$ cat config.mk
export PLATFORM = sky130hd
export DESIGN_NAME = addr_tenure_ctl
export DESIGN_NICKNAME = d
export VERILOG_FILES = /design/src/rtl/tenure_pkg.sv /design/src/rtl/tenure_fsm.sv /design/src/rtl/retry_track.sv /design/src/rtl/tenure_checker.sv /design/src/rtl/addr_tenure_ctl.sv
export SDC_FILE = /design/constraint.sdc
export NUM_CORES = 1
export LEC_CHECK = 0
export BUFFER_PORTS_ARGS = -buffer_cell sky130_fd_sc_hd__buf_2
export CAP_MARGIN = 30
export CELL_PAD_IN_SITES_DETAIL_PLACEMENT = 0
export CELL_PAD_IN_SITES_GLOBAL_PLACEMENT = 1
export CORE_AREA = 2 2 39 41
export CTS_CLUSTER_SIZE = 30
export DETAILED_ROUTE_END_ITERATION = 8
export DIE_AREA = 0 0 41 43
export HOLD_SLACK_MARGIN = 0.06
export PLACE_DENSITY_LB_ADDON = 0.1
export SYNTH_ARGS = -nofsm -noshare
export SYNTH_HDL_FRONTEND = slang
export SYNTH_SLANG_ARGS = --single-unit
$ cat constraint.sdc
create_clock -name clk -period 1.6 [get_ports clk]
set_clock_uncertainty 0.1 [all_clocks]
set_input_delay 0.32 -clock clk [delete_from_list [all_inputs] [get_ports clk]]
set_output_delay 0.32 -clock clk [all_outputs]
set_load 0.01 [all_outputs]
$ cat src/rtl/tenure_pkg.sv
package tenure_pkg;

    typedef enum logic [1:0] {
        ST_IDLE  = 2'd0,
        ST_START = 2'd1,
        ST_ADDR  = 2'd2,
        ST_POST  = 2'd3
    } ten_state_t;

    typedef enum logic [1:0] {
        RES_DONE  = 2'd0,
        RES_EARLY = 2'd1,
        RES_QUAL  = 2'd2
    } ten_res_t;

    localparam int VIOL_W = 3;

endpackage

$ cat src/rtl/tenure_fsm.sv
module tenure_fsm
    import tenure_pkg::*;
(
    input  logic       clk,
    input  logic       rst_n,
    input  logic       start_req_i,
    input  logic       aack_i,
    output ten_state_t state_o,
    output logic       ts_o,
    output logic       busy_o,
    output logic       post_o
);

    ten_state_t state_q, state_d;

    // state register
    always_ff @(posedge clk) begin
        if (!rst_n) state_q <= ST_IDLE;
        else        state_q <= state_d;
    end

    // next state
    always_comb begin
        state_d = state_q;
        unique case (state_q)
            ST_IDLE:  if (start_req_i) state_d = ST_START;
            ST_START: state_d = ST_ADDR;            // ack here is ignored
            ST_ADDR:  if (aack_i) state_d = ST_POST;
            ST_POST:  state_d = ST_IDLE;
            default:  state_d = ST_IDLE;
        endcase
    end

    // outputs
    always_comb begin
        ts_o   = 1'b0;
        busy_o = 1'b1;
        post_o = 1'b0;
        unique case (state_q)
            ST_IDLE:  busy_o = 1'b0;
            ST_START: ts_o   = 1'b1;
            ST_ADDR:  ;
            ST_POST:  post_o = 1'b1;
            default:  busy_o = 1'b0;
        endcase
    end

    assign state_o = state_q;

    a_r2_ts_single: assert property (@(posedge clk) disable iff (!rst_n)
        ts_o |=> !ts_o);
    a_r4_ack_on_ts_ignored: assert property (@(posedge clk) disable iff (!rst_n)
        (ts_o && aack_i) |=> (state_q == ST_ADDR));
    a_r8_post_follows_ack: assert property (@(posedge clk) disable iff (!rst_n)
        post_o |-> $past(aack_i));

endmodule

$ cat src/rtl/retry_track.sv
module retry_track
    import tenure_pkg::*;
#(
    parameter int SNOOP_LAT = 2
) (
    input  logic       clk,
    input  logic       rst_n,
    input  ten_state_t state_i,
    input  logic       artry_i,
    input  logic       data_busy_i,
    output logic       window_o,
    output logic       early_o,
    output logic       abort_o
);

    localparam int CNT_W = $clog2(SNOOP_LAT + 1);
    localparam logic [CNT_W-1:0] LAT_C = CNT_W'(SNOOP_LAT);

    logic [CNT_W-1:0] cyc_q;
    logic             early_q;
    logic             snoop_ok;

    assign snoop_ok = (cyc_q >= LAT_C);
    assign window_o = ((state_i == ST_ADDR) && snoop_ok) || (state_i == ST_POST);

    // cycles since strobe, saturating at the snoop latency
    always_ff @(posedge clk) begin
        if (!rst_n) begin
            cyc_q   <= '0;
            early_q <= 1'b0;
        end else begin
            unique case (state_i)
                ST_START: begin
                    cyc_q   <= CNT_W'(1);
                    early_q <= 1'b0;
                end
                ST_ADDR: begin
                    if (!snoop_ok) cyc_q <= cyc_q + CNT_W'(1);
                    if (artry_i && snoop_ok) early_q <= 1'b1;
                end
                default: ;
            endcase
        end
    end

    assign early_o = early_q;
    assign abort_o = artry_i && window_o && data_busy_i;

    a_r9_abort_needs_busy: assert property (@(posedge clk) disable iff (!rst_n)
        abort_o |-> (data_busy_i && artry_i));
    a_r10_fresh_tenure: assert property (@(posedge clk) disable iff (!rst_n)
        (state_i == ST_START) |=> !early_o);

endmodule

$ cat src/rtl/tenure_checker.sv
module tenure_checker
    import tenure_pkg::*;
(
    input  logic              clk,
    input  logic              rst_n,
    input  ten_state_t        state_i,
    input  logic              aack_i,
    input  logic              artry_i,
    input  logic              early_i,
    output logic [VIOL_W-1:0] viol_o
);

    logic aack_q;

    always_ff @(posedge clk) begin
        if (!rst_n) aack_q <= 1'b0;
        else        aack_q <= aack_i;
    end

    always_comb begin
        viol_o    = '0;
        viol_o[0] = (state_i == ST_START) && aack_i;
        viol_o[1] = aack_i && aack_q;
        viol_o[2] = ((state_i == ST_ADDR) || (state_i == ST_POST)) && early_i && !artry_i;
    end

endmodule

$ cat src/rtl/addr_tenure_ctl.sv
module addr_tenure_ctl
    import tenure_pkg::*;
#(
    parameter int SNOOP_LAT = 2
) (
    input  logic        clk,
    input  logic        rst_n,
    input  logic        start_req_i,
    input  logic        aack_i,
    input  logic        artry_i,
    input  logic        data_busy_i,
    output logic        ts_o,
    output logic        busy_o,
    output logic        res_valid_o,
    output logic [1:0]  res_kind_o,
    output logic        abort_o,
    output logic [2:0]  viol_o
);

    ten_state_t state;
    logic       post, window, early;
    ten_res_t   kind;

    tenure_fsm u_fsm (
        .clk         (clk),
        .rst_n       (rst_n),
        .start_req_i (start_req_i),
        .aack_i      (aack_i),
        .state_o     (state),
        .ts_o        (ts_o),
        .busy_o      (busy_o),
        .post_o      (post)
    );

    retry_track #(.SNOOP_LAT(SNOOP_LAT)) u_rty (
        .clk         (clk),
        .rst_n       (rst_n),
        .state_i     (state),
        .artry_i     (artry_i),
        .data_busy_i (data_busy_i),
        .window_o    (window),
        .early_o     (early),
        .abort_o     (abort_o)
    );

    tenure_checker u_chk (
        .clk     (clk),
        .rst_n   (rst_n),
        .state_i (state),
        .aack_i  (aack_i),
        .artry_i (artry_i),
        .early_i (early),
        .viol_o  (viol_o)
    );

    // result classification in the last window cycle
    always_comb begin
        kind = RES_DONE;
        if (post && window) begin
            if (early)        kind = RES_EARLY;
            else if (artry_i) kind = RES_QUAL;
        end
    end

    assign res_valid_o = post;
    assign res_kind_o  = kind;

    a_r3_busy_after_ts: assert property (@(posedge clk) disable iff (!rst_n)
        ts_o |=> busy_o);
    a_r8_result_single: assert property (@(posedge clk) disable iff (!rst_n)
        res_valid_o |=> !res_valid_o);
    a_r8_kind_quiet: assert property (@(posedge clk) disable iff (!rst_n)
        !res_valid_o |-> (res_kind_o == 2'd0));

endmodule

======== Word-level counts from Yosys, hierarchy flattened ========
Cells that the tools add are included.
storage, ports and cells
  bits in registers ....................... 6
  output and inout port bits .............. 9
cells by class
  $add $sub $neg .......................... 1
  magnitude comparators ................... 1
  equality and inequality tests ........... 7
  multiplexer cells ....................... 13
  reductions and logical operators ........ 17
operators with widths
  kind                                                             number
  2-bit two-way mux                                                6
  1-bit logical AND                                                9
  2-bit inequality test, second input constant                     4
  2-bit case mux with 4 select lines                               1
  2-bit AND reduction                                              3
  2-bit == test, second input constant                             2
  1-bit two-way mux                                                4
  2-bit case mux with 2 select lines                               1
  2-bit by 1-bit adder with 2-bit output, second input constant    1
  2-bit by 1-bit == test with 1-bit output, second input constant  1
  2-bit >= comparator, second input constant                       1
  2-bit zero test                                                  1
  1-bit logical OR                                                 2
  1-bit case mux with 2 select lines                               1
  2-bit nonzero test                                               1
  1-bit zero test                                                  1

======== Depth between registers and ports, before layout ========
  depth in word-level cells ............... 5
  gate-level depth with buffers ........... 5
  depth with buffers taken out ............ 5

======== By module ========
A second synthesis with hierarchy kept.
second synthesis, totals
  cells, all modules ...................... 45
  area total of the unflattened synthesis .. 415.4 µm²
modules (own cells, without submodules)
  module           times used  cells each  area an instance (µm²)  seq. area each (µm²)
  tenure_fsm       1           18          173.9                   40.0
  retry_track      1           20          172.7                   60.1
  tenure_checker   1           5           51.3                    20.0
  addr_tenure_ctl  1           2           17.5                    0.0

======== Least setup slack after synthesis ========
No wires, ideal clock.
  kind .................................... reg2out
  from .................................... register u_fsm.state_q[0], in the netlist u_fsm.state_o[0]
  to ...................................... output viol_o[2]
  arrival ................................. 1015 ps
  required time ........................... 1180 ps
  path slack .............................. 165 ps
  cell stages (with the launch flop) ...... 5
  buffers on the path ..................... 0
  cells stage by stage .................... dfxtp_1 inv_1 ha_1 nor2_1 nor3b_1
on the way
  cells in the longest elaborated chain, start to end .. 4
  elaborated cells on any way between the ends .. 5
  classes of those cells .................. 2 x eq/ne; 3 x reduce/logical
RTL lines
  element                             RTL line               text
  start, declared                     tenure_fsm.sv:14       ten_state_t state_q, state_d;
  start signal, assigned              tenure_fsm.sv:19       else state_q <= state_d;
  2-bit == test                       tenure_checker.sv:24   viol_o[2] = ((state_i == ST_ADDR) || (state_i == ST_POST)) && early_i && !artry_i;
  1-bit logical OR (*)                tenure_checker.sv:24
  1-bit logical AND (*) (2 in a row)  tenure_checker.sv:24
  end, declared                       addr_tenure_ctl.sv:17  output logic [2:0] viol_o
Mark *: on every way between the ends. The rest lies on a longest branch, timed or not.

======== Worst setup path after layout ========
  from .................................... register u_fsm.state_q[0], in the netlist u_fsm.state_o[0]
  to ...................................... output abort_o
on the way
  cells in the longest elaborated chain, start to end .. 5
  elaborated cells on any way between the ends .. 6
  classes of those cells .................. 2 x eq/ne; 4 x reduce/logical
RTL lines
  element                             RTL line               text
  2-bit == test                       retry_track.sv:24      assign window_o = ((state_i == ST_ADDR) && snoop_ok) || (state_i == ST_POST);
  1-bit logical AND                   retry_track.sv:24
  1-bit logical OR (*)                retry_track.sv:24
  1-bit logical AND (*) (2 in a row)  retry_track.sv:47      assign abort_o = artry_i && window_o && data_busy_i;
  end, declared                       addr_tenure_ctl.sv:16  output logic abort_o,
Marks and branches as above.

==> impl_metrics.csv <==
group,metric,value,unit
status,status,"finished clean",
placement,dp_cells,75,
drt,wl_per_cell,10.8,um
cts,clock_latency,250,ps
yosys,synth_top_area_cell,"dfxtp_1",
die,die_h,43,um
cts,cts_max_level,1,
placement,gp_congestion,0.582,
pwr,powerDensity,1540,nW/um^2
die,ios,15,
yosys,synth_area,359,sq um
placement,placed_cell_area,457,sq um
timing,slew_viol_final,0,
worst_setup_path,arrival,1160,ps
yosys,yosys_warnings,0,
worst_setup_path,crit_required,1180,ps
layout,nNetsFinal,77,
timing,rsz0062_at_grt,"yes",
die,start_util,0.259,
layout,layout-drive-gt1-share,0.547,
worst_setup_path,worstSetupPathType,"register to output pin",
pwr,cellLeakagePower,0.258,nW
cts,clk_path_buf_depth,2,
drt,vias,365,
yosys,avgSynthCellArea,8.16,sq um
drt,drc,0,
die,die_x,41,um
die,die-area,1760,sq um
placement,port_buffers,14,
placement,dp_hpwl,630,um
drt,drtPass1Iterations,4,
global_route,grt_max_degree,9,
global_route,grt_pass1_vias,341,
yosys,netlist_top_cells_area,"dfxtp_1 (33%), ha_1 (17%), and2_1 (7.0%)",
drt,drt_iter0_markers,6,
yosys,ys_seq_elements,6,
timing,tightest_slew,224,ps
yosys,ys_types,18,
layout,instances_no_fill,80,
die,fp-row-count,14,
cts,tritoncts,"yes",
cts,clk_pin_slew,60,ps
layout,syn_to_final_growth,58.9,%
yosys,synth_nets,55,
worst_setup_path,cp-start-kind,"register",
timing,fmax,634,MHz
drt,vias_per_cell,4.56,
pwr,total_power,0.881,mW
placement,pre_cts_slack,98.3,ps
cts,cts_buffers,3,
timing,fin_crit_sh,0.985,
layout,n_fill_cell,145,
drt,routed_wl,860,um
layout,finalInstanceArea,571,sq um
global_route,grt_usage,0.124,
die,core,1380,sq um
worst_setup_path,path_max_fanout,4,
timing,slew_headroom,0.850,
global_route,grt-ovfl-total,0,
global_route,antenna_found_initial,0,
yosys,ys_seq_area_frac,0.334,
drt,ant_nets,0,
yosys,synth_top_area_frac,0.334,
cts,root_buffer,"clkbuf_4",
timing,fin_ws,23.9,ps
worst_setup_path,crit_path_end_kind,"output pin",
worst_hold_path,hold_class,"input pin to register",
job,max-cap-violations,0,
timing,setup_violations,0,
yosys,synth_cells,44,
global_route,grt_pass1_wl,1400,um
timing,hold_violations,0,
cts,cts.sinks,6,
layout,diodes,0,
pwr,ir_worst_vdd,0.000613,V
timing,period_minus_slack,1580,ps
layout,final_util,0.412,
==> Yosys cell counts <==
cell	count
a2bb2oi_1	1
a21oi_1	2
o221a_2	1
inv_1	6
nor3b_1	1
ha_1	5
o21ai_0	2
nor2b_1	1
nand2_1	6
mux2i_1	1
nand3_1	1
o31ai_1	1
and2_1	4
dfxtp_1	6
a22oi_1	1
nand2b_1	1
nor2_1	3
o21ai_1	1
==> logic make-up after synthesis <==
| logic type | after synthesis | share of synthesized area |
|---|---|---|
| muxes | 1 | 0.0279 |
| AOI/OAI and AO/OA | 9 | 0.167 |
| adders and majority gates | 5 | 0.174 |
| and+or+nand+nor | 17 | 0.233 |
| DFF | 6 | 0.335 |
| buffers and inverters | 6 | 0.0627 |
==> worst paths after layout <==
check              startpoint             end  slack, ps  depth (start not counted)
max          u_fsm.state_o[0]         abort_o         20                          5
max reg2reg  u_fsm.state_o[0]  u_rty.cyc_q[1]         90                          7
min reg2reg    u_rty.cyc_q[0]  u_rty.cyc_q[0]        390                          2
min                    aack_i    u_chk.aack_q        210                          2
==> layer usage <==
metal,wire length [um],vias to the layer above,global-route usage
met5,0,-,0
met3,54,2,0.0314
li1,-,191,-
met2,416,11,0.169
met4,4,0,0.100
met1,384,161,0.155
==> flip-flops by register name (all words and copies together) (netlist names) <==
name / flops
u_rty.early_o: 1
u_rty.cyc_q: 2
u_fsm.state_o: 2
u_chk.aack_q: 1
==> area by class of cell <==
class                      count  area, sq um  share of cell area
clock buffer                   3         22.5              0.0395
inverter                       6         27.5              0.0482
multi-input combinational     32          278               0.487
sequential                     6          130               0.228
tap                           16         20.0              0.0351
timing repair buffer          17         92.6               0.162
==> repair_timing <==
action	4_1_cts	5_1_grt
hold buffers	0	0
buffers inserted	2	0
pin swaps	5	2
endpoints found under the setup margin	3	4
resized for setup	17	5
endpoints found under the hold margin	0	0
==> metrics by stage <==
| step | setup TNS (ps) | hold slack, ps |
|---|---|---|
| 2_1_floorplan | 0 | 342 |
| 3_3_place_gp | 0 | 383 |
| 3_5_place_dp | 0 | 375 |
| 4_1_cts | -44.0 | 203 |
| 5_1_grt | -85.6 | 225 |
| 6_report | 0 | 207 |
==> placed cells by master (no fill, tap or decap), drive strengths merged <==
| master | n |
|---|---|
| buf | 17 |
| nand2 | 6 |
| inv | 6 |
| dfxtp | 6 |
| ha | 5 |
| and2 | 4 |
| clkbuf | 3 |
| nor2 | 3 |
| o21ai | 3 |
| a21oi | 2 |
| nor3b | 1 |
| a2bb2oi | 1 |
| mux2i | 1 |
| nand2b | 1 |
| nand3 | 1 |
| o31ai | 1 |
| a22oi | 1 |
| nor2b | 1 |
| o221a | 1 |
==> report_power, final <==
group	switching [mW]	leakage, nW	internal (mW)
Sequential	0.0763	0.0514	0.211
Clock	0.0679	0.0138	0.0858
Combinational	0.220	0.193	0.220
==> critical path, cell delays in order, from the launching register on <==
cell     delay (ps)
dfxtp_4         370
inv_4            70
ha_4            150
o21ai_2          60
a21oi_1         110
buf_2           140
No activity file was read; power rests on OpenSTA's default activity.
